### src/rtl/dcs_pkg.sv
package dcs_pkg;

    typedef enum logic [1:0] {
        SZ_BYTE = 2'd0,
        SZ_HALF = 2'd1,
        SZ_WORD = 2'd2,
        SZ_BAD  = 2'd3
    } beat_size_e;

    localparam int ST_CFG  = 6;
    localparam int ST_SERR = 5;
    localparam int ST_DERR = 4;
    localparam int ST_REQ  = 2;
    localparam int ST_BUSY = 1;
    localparam int ST_DONE = 0;

    typedef struct packed {
        logic cfg;
        logic serr;
        logic derr;
        logic req;
        logic busy;
        logic done;
        logic run;
    } chan_flags_t;

    function automatic logic [2:0] beat_bytes(input beat_size_e sz);
        case (sz)
            SZ_BYTE: beat_bytes = 3'd1;
            SZ_HALF: beat_bytes = 3'd2;
            SZ_WORD: beat_bytes = 3'd4;
            default: beat_bytes = 3'd0;
        endcase
    endfunction

endpackage

### src/rtl/dcs_cfg_check.sv
module dcs_cfg_check
    import dcs_pkg::*;
#(
    parameter int AW = 32,
    parameter int CW = 16
) (
    input  logic [1:0]    size_i,
    input  logic [AW-1:0] src_i,
    input  logic [AW-1:0] dst_i,
    input  logic [CW-1:0] cnt_i,
    output logic [2:0]    step_o,
    output logic          cfg_err_o
);
    localparam int NOPS = 3;

    logic [NOPS-1:0][1:0] low;
    logic [NOPS-1:0]      misal;
    logic [1:0]           mask;
    beat_size_e           sz;

    assign sz     = beat_size_e'(size_i);
    assign step_o = beat_bytes(sz);
    assign mask   = step_o[1:0] - 2'd1;

    assign low[0] = src_i[1:0];
    assign low[1] = dst_i[1:0];
    assign low[2] = cnt_i[1:0];

    for (genvar g = 0; g < NOPS; g++) begin : g_align
        assign misal[g] = |(low[g] & mask);
    end

    assign cfg_err_o = (cnt_i == '0) || (sz == SZ_BAD) || (|misal);

endmodule

### src/rtl/dcs_beat_ctr.sv
module dcs_beat_ctr #(
    parameter int CW = 16
) (
    input  logic          clk,
    input  logic          rst_n,
    input  logic          clr_i,
    input  logic          load_i,
    input  logic [CW-1:0] load_val_i,
    input  logic          dec_i,
    input  logic [2:0]    amt_i,
    output logic [CW-1:0] remain_o,
    output logic          last_o
);
    logic [CW-1:0] remain_d, remain_q;

    always_comb begin
        remain_d = remain_q;
        if (clr_i)
            remain_d = '0;
        else if (load_i)
            remain_d = load_val_i;
        else if (dec_i)
            remain_d = remain_q - CW'(amt_i);
    end

    always_ff @(posedge clk or negedge rst_n) begin
        if (!rst_n)
            remain_q <= '0;
        else
            remain_q <= remain_d;
    end

    assign remain_o = remain_q;
    assign last_o   = (remain_q == CW'(amt_i));

    AST_NO_UNDERFLOW: assert property (@(posedge clk) disable iff (!rst_n)
        (dec_i && !clr_i && !load_i) |-> (remain_q >= CW'(amt_i))) else $error("underflow");

endmodule

### src/rtl/dcs_flags.sv
module dcs_flags
    import dcs_pkg::*;
(
    input  logic       clk,
    input  logic       rst_n,
    input  logic       start_i,
    input  logic       cfg_err_i,
    input  logic       grant_i,
    input  logic       rd_err_i,
    input  logic       wr_ack_i,
    input  logic       wr_err_i,
    input  logic       last_i,
    input  logic       sw_wr_i,
    input  logic [7:0] sw_wdata_i,
    output logic [7:0] status_o,
    output logic       run_o,
    output logic       load_o,
    output logic       dec_o,
    output logic       clr_o
);
    chan_flags_t flg_d, flg_q;
    logic sw_clr, accept, bus_err, fin_ok, ended;

    always_comb begin
        sw_clr  = sw_wr_i && sw_wdata_i[ST_DONE];
        accept  = start_i && !flg_q.done && !flg_q.run;
        bus_err = rd_err_i || wr_err_i;
        fin_ok  = wr_ack_i && last_i && !bus_err;
        ended   = flg_q.run && (bus_err || fin_ok);

        flg_d = flg_q;
        if (flg_q.run) begin
            if (rd_err_i) flg_d.serr = 1'b1;
            if (wr_err_i) flg_d.derr = 1'b1;
            if (bus_err || fin_ok) begin
                flg_d.run  = 1'b0;
                flg_d.busy = 1'b0;
                flg_d.req  = 1'b0;
                flg_d.done = 1'b1;
            end else begin
                flg_d.busy = flg_q.busy || grant_i;
                flg_d.req  = !grant_i;
            end
        end else if (accept) begin
            if (cfg_err_i) begin
                flg_d.cfg  = 1'b1;
                flg_d.done = 1'b1;
            end else begin
                flg_d.run  = 1'b1;
                flg_d.busy = grant_i;
                flg_d.req  = !grant_i;
            end
        end
        if (sw_clr)
            flg_d = '0;

        load_o = accept && !cfg_err_i && !sw_clr;
        dec_o  = flg_q.run && wr_ack_i;
        clr_o  = sw_clr || ended;
    end

    always_ff @(posedge clk or negedge rst_n) begin
        if (!rst_n)
            flg_q <= '0;
        else
            flg_q <= flg_d;
    end

    always_comb begin
        status_o          = '0;
        status_o[ST_CFG]  = flg_q.cfg;
        status_o[ST_SERR] = flg_q.serr;
        status_o[ST_DERR] = flg_q.derr;
        status_o[ST_REQ]  = flg_q.req;
        status_o[ST_BUSY] = flg_q.busy;
        status_o[ST_DONE] = flg_q.done;
    end
    assign run_o = flg_q.run;

    AST_RSVD_ZERO: assert property (@(posedge clk) disable iff (!rst_n)
        (status_o[7] == 1'b0) && (status_o[3] == 1'b0)) else $error("reserved");
    AST_REQ_DROPS: assert property (@(posedge clk) disable iff (!rst_n)
        grant_i |=> !flg_q.req) else $error("req");
    AST_BUSY_ACTIVE: assert property (@(posedge clk) disable iff (!rst_n)
        (flg_q.busy || flg_q.req) |-> flg_q.run) else $error("busy");
    AST_CFG_STOPS: assert property (@(posedge clk) disable iff (!rst_n)
        flg_q.cfg |-> !flg_q.run) else $error("cfg");
    AST_DONE_IDLE: assert property (@(posedge clk) disable iff (!rst_n)
        flg_q.done |-> (!flg_q.busy && !flg_q.run)) else $error("done");
    AST_W1C_ALL: assert property (@(posedge clk) disable iff (!rst_n)
        (sw_wr_i && sw_wdata_i[ST_DONE]) |=> (status_o == 8'h00 && !flg_q.run)) else $error("w1c");
    AST_DONE_HOLDS: assert property (@(posedge clk) disable iff (!rst_n)
        (flg_q.done && !(sw_wr_i && sw_wdata_i[ST_DONE])) |=> $stable(status_o)) else $error("hold");

endmodule

### src/rtl/dma_chan_status.sv
module dma_chan_status
    import dcs_pkg::*;
#(
    parameter int AW = 32,
    parameter int CW = 16
) (
    input  logic          clk,
    input  logic          rst_n,
    input  logic          start_i,
    input  logic [1:0]    size_i,
    input  logic [AW-1:0] src_addr_i,
    input  logic [AW-1:0] dst_addr_i,
    input  logic [CW-1:0] byte_cnt_i,
    input  logic          grant_i,
    input  logic          rd_err_i,
    input  logic          wr_ack_i,
    input  logic          wr_err_i,
    input  logic          reg_wr_i,
    input  logic [7:0]    reg_wdata_i,
    input  logic          irq_en_i,
    output logic [7:0]    reg_rdata_o,
    output logic          irq_o,
    output logic [CW-1:0] remain_o,
    output logic          active_o
);
    logic [2:0] step;
    logic       cfg_err, last, load, dec, clr;

    dcs_cfg_check #(.AW(AW), .CW(CW)) u_cfg (
        .size_i   (size_i),
        .src_i    (src_addr_i),
        .dst_i    (dst_addr_i),
        .cnt_i    (byte_cnt_i),
        .step_o   (step),
        .cfg_err_o(cfg_err)
    );

    dcs_beat_ctr #(.CW(CW)) u_ctr (
        .clk       (clk),
        .rst_n     (rst_n),
        .clr_i     (clr),
        .load_i    (load),
        .load_val_i(byte_cnt_i),
        .dec_i     (dec),
        .amt_i     (step),
        .remain_o  (remain_o),
        .last_o    (last)
    );

    dcs_flags u_flags (
        .clk       (clk),
        .rst_n     (rst_n),
        .start_i   (start_i),
        .cfg_err_i (cfg_err),
        .grant_i   (grant_i),
        .rd_err_i  (rd_err_i),
        .wr_ack_i  (wr_ack_i),
        .wr_err_i  (wr_err_i),
        .last_i    (last),
        .sw_wr_i   (reg_wr_i),
        .sw_wdata_i(reg_wdata_i),
        .status_o  (reg_rdata_o),
        .run_o     (active_o),
        .load_o    (load),
        .dec_o     (dec),
        .clr_o     (clr)
    );

    assign irq_o = reg_rdata_o[ST_DONE] && irq_en_i;

    AST_IDLE_NO_COUNT: assert property (@(posedge clk) disable iff (!rst_n)
        (!active_o && !start_i && !reg_wr_i) |=> $stable(remain_o)) else $error("idle cnt");

endmodule

### config.mk
export PLATFORM = sky130hd
export DESIGN_NAME = dma_chan_status
export DESIGN_NICKNAME = d
export VERILOG_FILES = /design/src/rtl/dcs_pkg.sv /design/src/rtl/dcs_cfg_check.sv /design/src/rtl/dcs_beat_ctr.sv /design/src/rtl/dcs_flags.sv /design/src/rtl/dma_chan_status.sv
export SDC_FILE = /design/constraint.sdc
export NUM_CORES = 1
export LEC_CHECK = 0
export BUFFER_PORTS_ARGS = -buffer_cell sky130_fd_sc_hd__buf_2
export CAP_MARGIN = 5
export CELL_PAD_IN_SITES_DETAIL_PLACEMENT = 1
export CELL_PAD_IN_SITES_GLOBAL_PLACEMENT = 1
export CORE_UTILIZATION = 28
export CTS_CLUSTER_DIAMETER = 120
export DETAILED_ROUTE_END_ITERATION = 7
export GPL_ROUTABILITY_DRIVEN = 0
export MAX_ROUTING_LAYER = met4
export PLACE_DENSITY_LB_ADDON = 0.12
export RECOVER_POWER = 100
export SYNTH_ARGS = -nofsm -noshare
export SYNTH_HDL_FRONTEND = slang
export SYNTH_HIERARCHICAL = 1
export SYNTH_SLANG_ARGS = --single-unit
### constraint.sdc
create_clock -name clk -period 3.4 [get_ports clk]
set_input_delay 1.02 -clock clk [delete_from_list [all_inputs] [get_ports clk]]
set_output_delay 1.02 -clock clk [all_outputs]
set_load 0.01 [all_outputs]
Word level (Yosys, flattened, before mapping)
Index checks and enable logic that the tools add are counted.
W data, S select, Z words.
- register bits: 23
- logic and storage cells: 75
- output and inout bits: 26
- input port bits: 99
- $add $sub $neg: 2
- eq/ne operators: 7
- reductions and logical operators: 38
- bitwise logic cells: 3
- mux-type cells: 17
- operator list (kind ; number):
    $mux W16 ; 3
    $eq A16 B3 Y1 ; 1
    $logic_not A16 Y1 ; 1
    $sub A16 B3 Y16 ; 1
    $logic_and A1 B1 Y1 ; 10
    $reduce_bool A2 Y1 ; 5
    $pmux W3 S3 ; 1
    $reduce_bool A3 Y1 ; 3
    $mux W2 ; 4
    $mux W4 ; 2
    $mux W7 ; 1
    $and A2 B2 Y2 ; 3
    $logic_not A1 Y1 ; 6
    $logic_or A1 B1 Y1 ; 6
    $mux W1 ; 6
    $ne A3 B3 Y1 const B ; 2
    $reduce_and A2 Y1 ; 3
    $reduce_and A3 Y1 ; 2
    $reduce_or A6 Y1 ; 1
    $eq A2 B2 Y1 const B ; 2
    $eq A2 B1 Y1 const B ; 1
    $logic_not A2 Y1 ; 1
    $ne A2 B2 Y1 const B ; 1
    $sub A2 B1 Y2 const B ; 1

Logic depth before layout (Yosys ltp)
- depth after elaboration: 11
- gate-level depth with buffers: 11
- depth with buffers taken out: 10

Cells and area by module
Netlist, hierarchy kept.
- modules (own cells, without submodules) (module ; area an instance (um^2) ; seq. area each (um^2) ; instances ; cells an instance):
    dcs_beat_ctr ; 1051.0 ; 400.4 ; 1 ; 113
    dcs_flags ; 376.6 ; 175.2 ; 1 ; 40
    dcs_cfg_check ; 96.3 ; 0.0 ; 1 ; 11
    dma_chan_status ; 6.3 ; 0.0 ; 1 ; 1

Worst setup path before layout
Ideal clock, no wire load.
- path kind: input port to flip-flop
- from: in size_i[0]
- to: reg u_ctr.remain_q[10] (netlist: u_ctr/remain_o[10])
- stages on the path: 9
- buffers on the path: 3
- setup time: 0.094 ns
- data required time: 3.306 ns
- slack: 0.433 ns
- data arrival time: 2.873 ns
- path through: o41ai_2 o211ai_1 or4b_1 buf_2 nor2_1 inv_2 buf_4 clkbuf_1 a211oi_1
- longest elaborated chain between the ends: 11
- elaborated cells between the ends (all ways): 26
- those cells by class: add/sub (2); eq/ne (4); mux (4); bitwise (3); reduce/logical (13)
- ends and longest elaborated chain (what ; RTL line ; text):
    start: declaration ; dma_chan_status.sv:10 ; input logic [1:0] size_i,
    $eq A2 B2 Y1 (tied with other cells) ; dcs_pkg.sv:28 ; case (sz)
    $pmux W3 S3 ; dcs_pkg.sv:28 ;
    $sub A2 B1 Y2 ; dcs_cfg_check.sv:23 ; assign mask = step_o[1:0] - 2'd1;
    $and A2 B2 Y2 ; dcs_cfg_check.sv:30 ; assign misal[g] = |(low[g] & mask);
    $reduce_or A6 Y1 ; dcs_cfg_check.sv:33 ; assign cfg_err_o = (cnt_i == '0) || (sz == SZ_BAD) || (|misal);
    $logic_or A1 B1 Y1 (*) ; dcs_cfg_check.sv:33 ;
    via cfg_err ; dma_chan_status.sv:27 ; logic cfg_err, last, load, dec, clr;
    $logic_not A1 Y1 (*) ; dcs_flags.sv:57 ; load_o = accept && !cfg_err_i && !sw_clr;
    $logic_and A1 B1 Y1 (*) (2 in a row) ; dcs_flags.sv:57 ;
    via load ; dma_chan_status.sv:27 ;
    $mux W16 ; dcs_beat_ctr.sv:20 ; else if (load_i)
    $mux W16 ; dcs_beat_ctr.sv:18 ; if (clr_i)
    end signal: assignment ; dcs_beat_ctr.sv:30 ; remain_q <= remain_d;
    end: declaration ; dcs_beat_ctr.sv:14 ; logic [CW-1:0] remain_d, remain_q;
Mark *: on every way through the listed nets, which the timed path passes. The rest lies on a longest branch. The select of a mux whose other input is x is not followed.
A chain may end at the register's enable or synchronous reset.

Worst setup path after layout
- from: in size_i[0]
- to: reg u_ctr.remain_q[12] (netlist: u_ctr/remain_o[12])
The elaborated chain is that of the path after synthesis.

==> metrics <==
#FFs+latches synth=23; Hold Path Stages=2; vias in the first global route=1615; most frequent cell after synthesis=dfrtp_1; Root Driver=clkbuf_8; Slew Limit Fails=0; diode count=0; first-pass GRT wire length=7740 µm; R2R cell count=8; peak supply drop=132 µV; Via Count=between 1000 and 1500; synth unique cells=48; Mapped Avg Cell Area=9.27 µm²; top cells by area, synth=dfrtp_1 38%, nor2_1 4.9%, xor2_1 4.0%, a211oi_1 3.9%, nor4_2 3.3%; predominant post-synthesis flop cell=dfrtp_1; final hold vios=0; H-tree depth=1; hold wc startpoint=u_flags/status_o[6]; DRC errors left=0; worst min path class=reg -> reg; fin nets=327; cell count after synthesis=165; core box area=5170 µm²; Worst EP arrival=roughly 3.2 ns; multi-input logic area=853 µm²; clock transition at the registers of the reported paths=about 0.09 ns; critical path type=in -> reg; CTS tree=yes; Die Area=5760 µm²; CP Capture Type=flop; drt pass-1 iters=4; Horiz. Die Dim=between 70 and 80 µm; worst endpoint required time=3.54 ns; largest net degree at the start of global routing=24; DRT iter0 DRCs=51; area leader, netlist=dfrtp_1; setup TNS=0 ns; capture point of the worst reg-to-reg path=u_ctr/remain_o[5]; Post-CTS Setup Bufs=0; Skew-Pair Late Insertion Delay=0.27 ns; Power Density=385 nW/µm²; achievable frequency=roughly 330 MHz; register area=576 µm²; Finish-stage setup viols=0; share of cells above drive strength 1=0.220; Tot Pwr=725 µW; CTS Buffer Depth=2; synth warn=6; initial core utilization=0.296; Pleak=0.787 nW; minimum clock period=~3 ns; initial antenna violation count=0; cts hold-fix bufs=0; FILL cells=647; worst-margin pin slew=1.35 ns; crit path launch type=input port; Max-cap violations=0; # clock sinks=23; Overall Global Routing Usage=0.172; crit-path max FO=18; # rows=26; post-DR vias/cell=slightly above 5; Cell Area, Synth=between 1500 and 2000 µm²; DR WL/cell=15.8 µm; status=completed; Synth top area share=0.376; Total Wirelength=4620 µm; commonest cells in the netlist=23 x dfrtp_1, 20 x nor2_1, 8 x a211oi_1, 8 x a21oi_1, 8 x nand2_1; IO Count=125; Port Buf Inserts=55; Post-CTS Resized=0; sequential share of the synthesized area=0.376; reg2reg setup slack=1.00 ns; GR Overflow Total=0; Post-DRT Antenna Nets=0; Max-slew headroom=0.0998; synth-to-layout area growth=23.2%; Final HPWL DP=~3700 µm; crit share post-route=0.900; number of synthesized flops with an enable pin=0; hold endpoint=u_flags/status_o[6]; RSZ-0062 raised after global routing=no; Die Y=75.9 µm; Clock Skew=roughly 0.0067 ns; CTS Buf Count=3; FF-to-FF Start=u_ctr/remain_o[4]; post-synthesis async set-or-reset flop share=1.00
-- metal layers --
layer  GRT usage  wire length (µm)
met1       0.226              2160
met2       0.279              2270
met4      0.0404                29
met5           -                 0
met3      0.0241               164
-- worst max path at each step --
| stage | startpoint | slack, ns | end | cells after the start |
|---|---|---|---|---|
| final | size_i[0] | 0.34 | u_ctr/remain_o[12] | 9 |
| after global placement | size_i[0] | 0.26 | u_ctr/remain_o[11] | 11 |
| after global routing | size_i[0] | 0.15 | u_ctr/remain_o[11] | 8 |
| after detailed placement | size_i[0] | 0.12 | u_ctr/remain_o[11] | 11 |
| after CTS | size_i[0] | 0.41 | u_ctr/remain_o[11] | 11 |
| after floorplan | size_i[0] | 0.43 | u_ctr/remain_o[10] | 9 |
-- logic make-up (layout without fill, tap and decap cells) --
family | after synthesis | in the layout | share of synthesized area
mux | 4 | 4 | 0.0270
other cells | 1 | 2 | 0.00245
simple gates | 72 | 72 | 0.289
xor+xnor | 8 | 8 | 0.0458
compound gates | 36 | 36 | 0.162
buf+inv | 17 | 74 | 0.0597
fa+ha+maj | 4 | 4 | 0.0376
flops | 23 | 23 | 0.376
-- flip-flops by register name, summed over array words and instances, names as in the netlist --
signal            flops
u_flags/run_o         1
u_flags/status_o      6
u_ctr/remain_o       16
-- cell usage in the layout, fill, tap and decap left out, types with 4 or more instances in the layout --
cell type / n
nand2_1: 8
clkbuf_1: 27
dfrtp_1: 23
xor2_1: 7
or3_1: 5
buf_2: 29
a211oi_1: 8
inv_1: 6
a21oi_1: 8
nor2_1: 20
nand3b_1: 4
a31oi_1: 4
buf_4: 5
a311oi_1: 4
nand3_1: 4
nand4_1: 4
-- where the power goes --
group | internal (mW) | leakage (nW) | switching (mW)
Combinational | 0.0898 | 0.450 | 0.125
Sequential | 0.299 | 0.311 | 0.0326
Clock | 0.0820 | 0.0255 | 0.0965
-- final cells by class --
class | instances | share of cell area
multi-input cells | 126 | 0.453
repair buffers | 63 | 0.157
clock buffers | 3 | 0.0219
inverters | 7 | 0.0139
flip-flops and latches | 23 | 0.305
well taps | 70 | 0.0464
clock inverters | 1 | 0.00265
-- through the flow --
step | instance area (µm²) | utilization | instances | worst slack [ns] | hold WS, ns
global route | 1890 | 0.365 | 293 | 0.147 | 0.547
CTS | 1940 | 0.375 | 293 | 0.412 | 0.521
floorplan | 1530 | - | 166 | 0.433 | 0.526
finish | 1890 | 0.365 | 293 | 0.342 | 0.519
global placement | 1890 | 0.366 | 289 | 0.260 | 0.478
detailed placement | 1890 | 0.366 | 289 | 0.122 | 0.500
-- critical path, cell delays in order --
cell and delay, ns:
clkbuf_1 0.10, o41ai_1 0.40, o211ai_1 0.27, or4b_1 0.56
nor2_1 0.18, clkinv_1 0.11, clkbuf_2 0.27, o21bai_1 0.21
a31oi_1 0.06
Note: power is estimated with default switching activity, not from simulation.
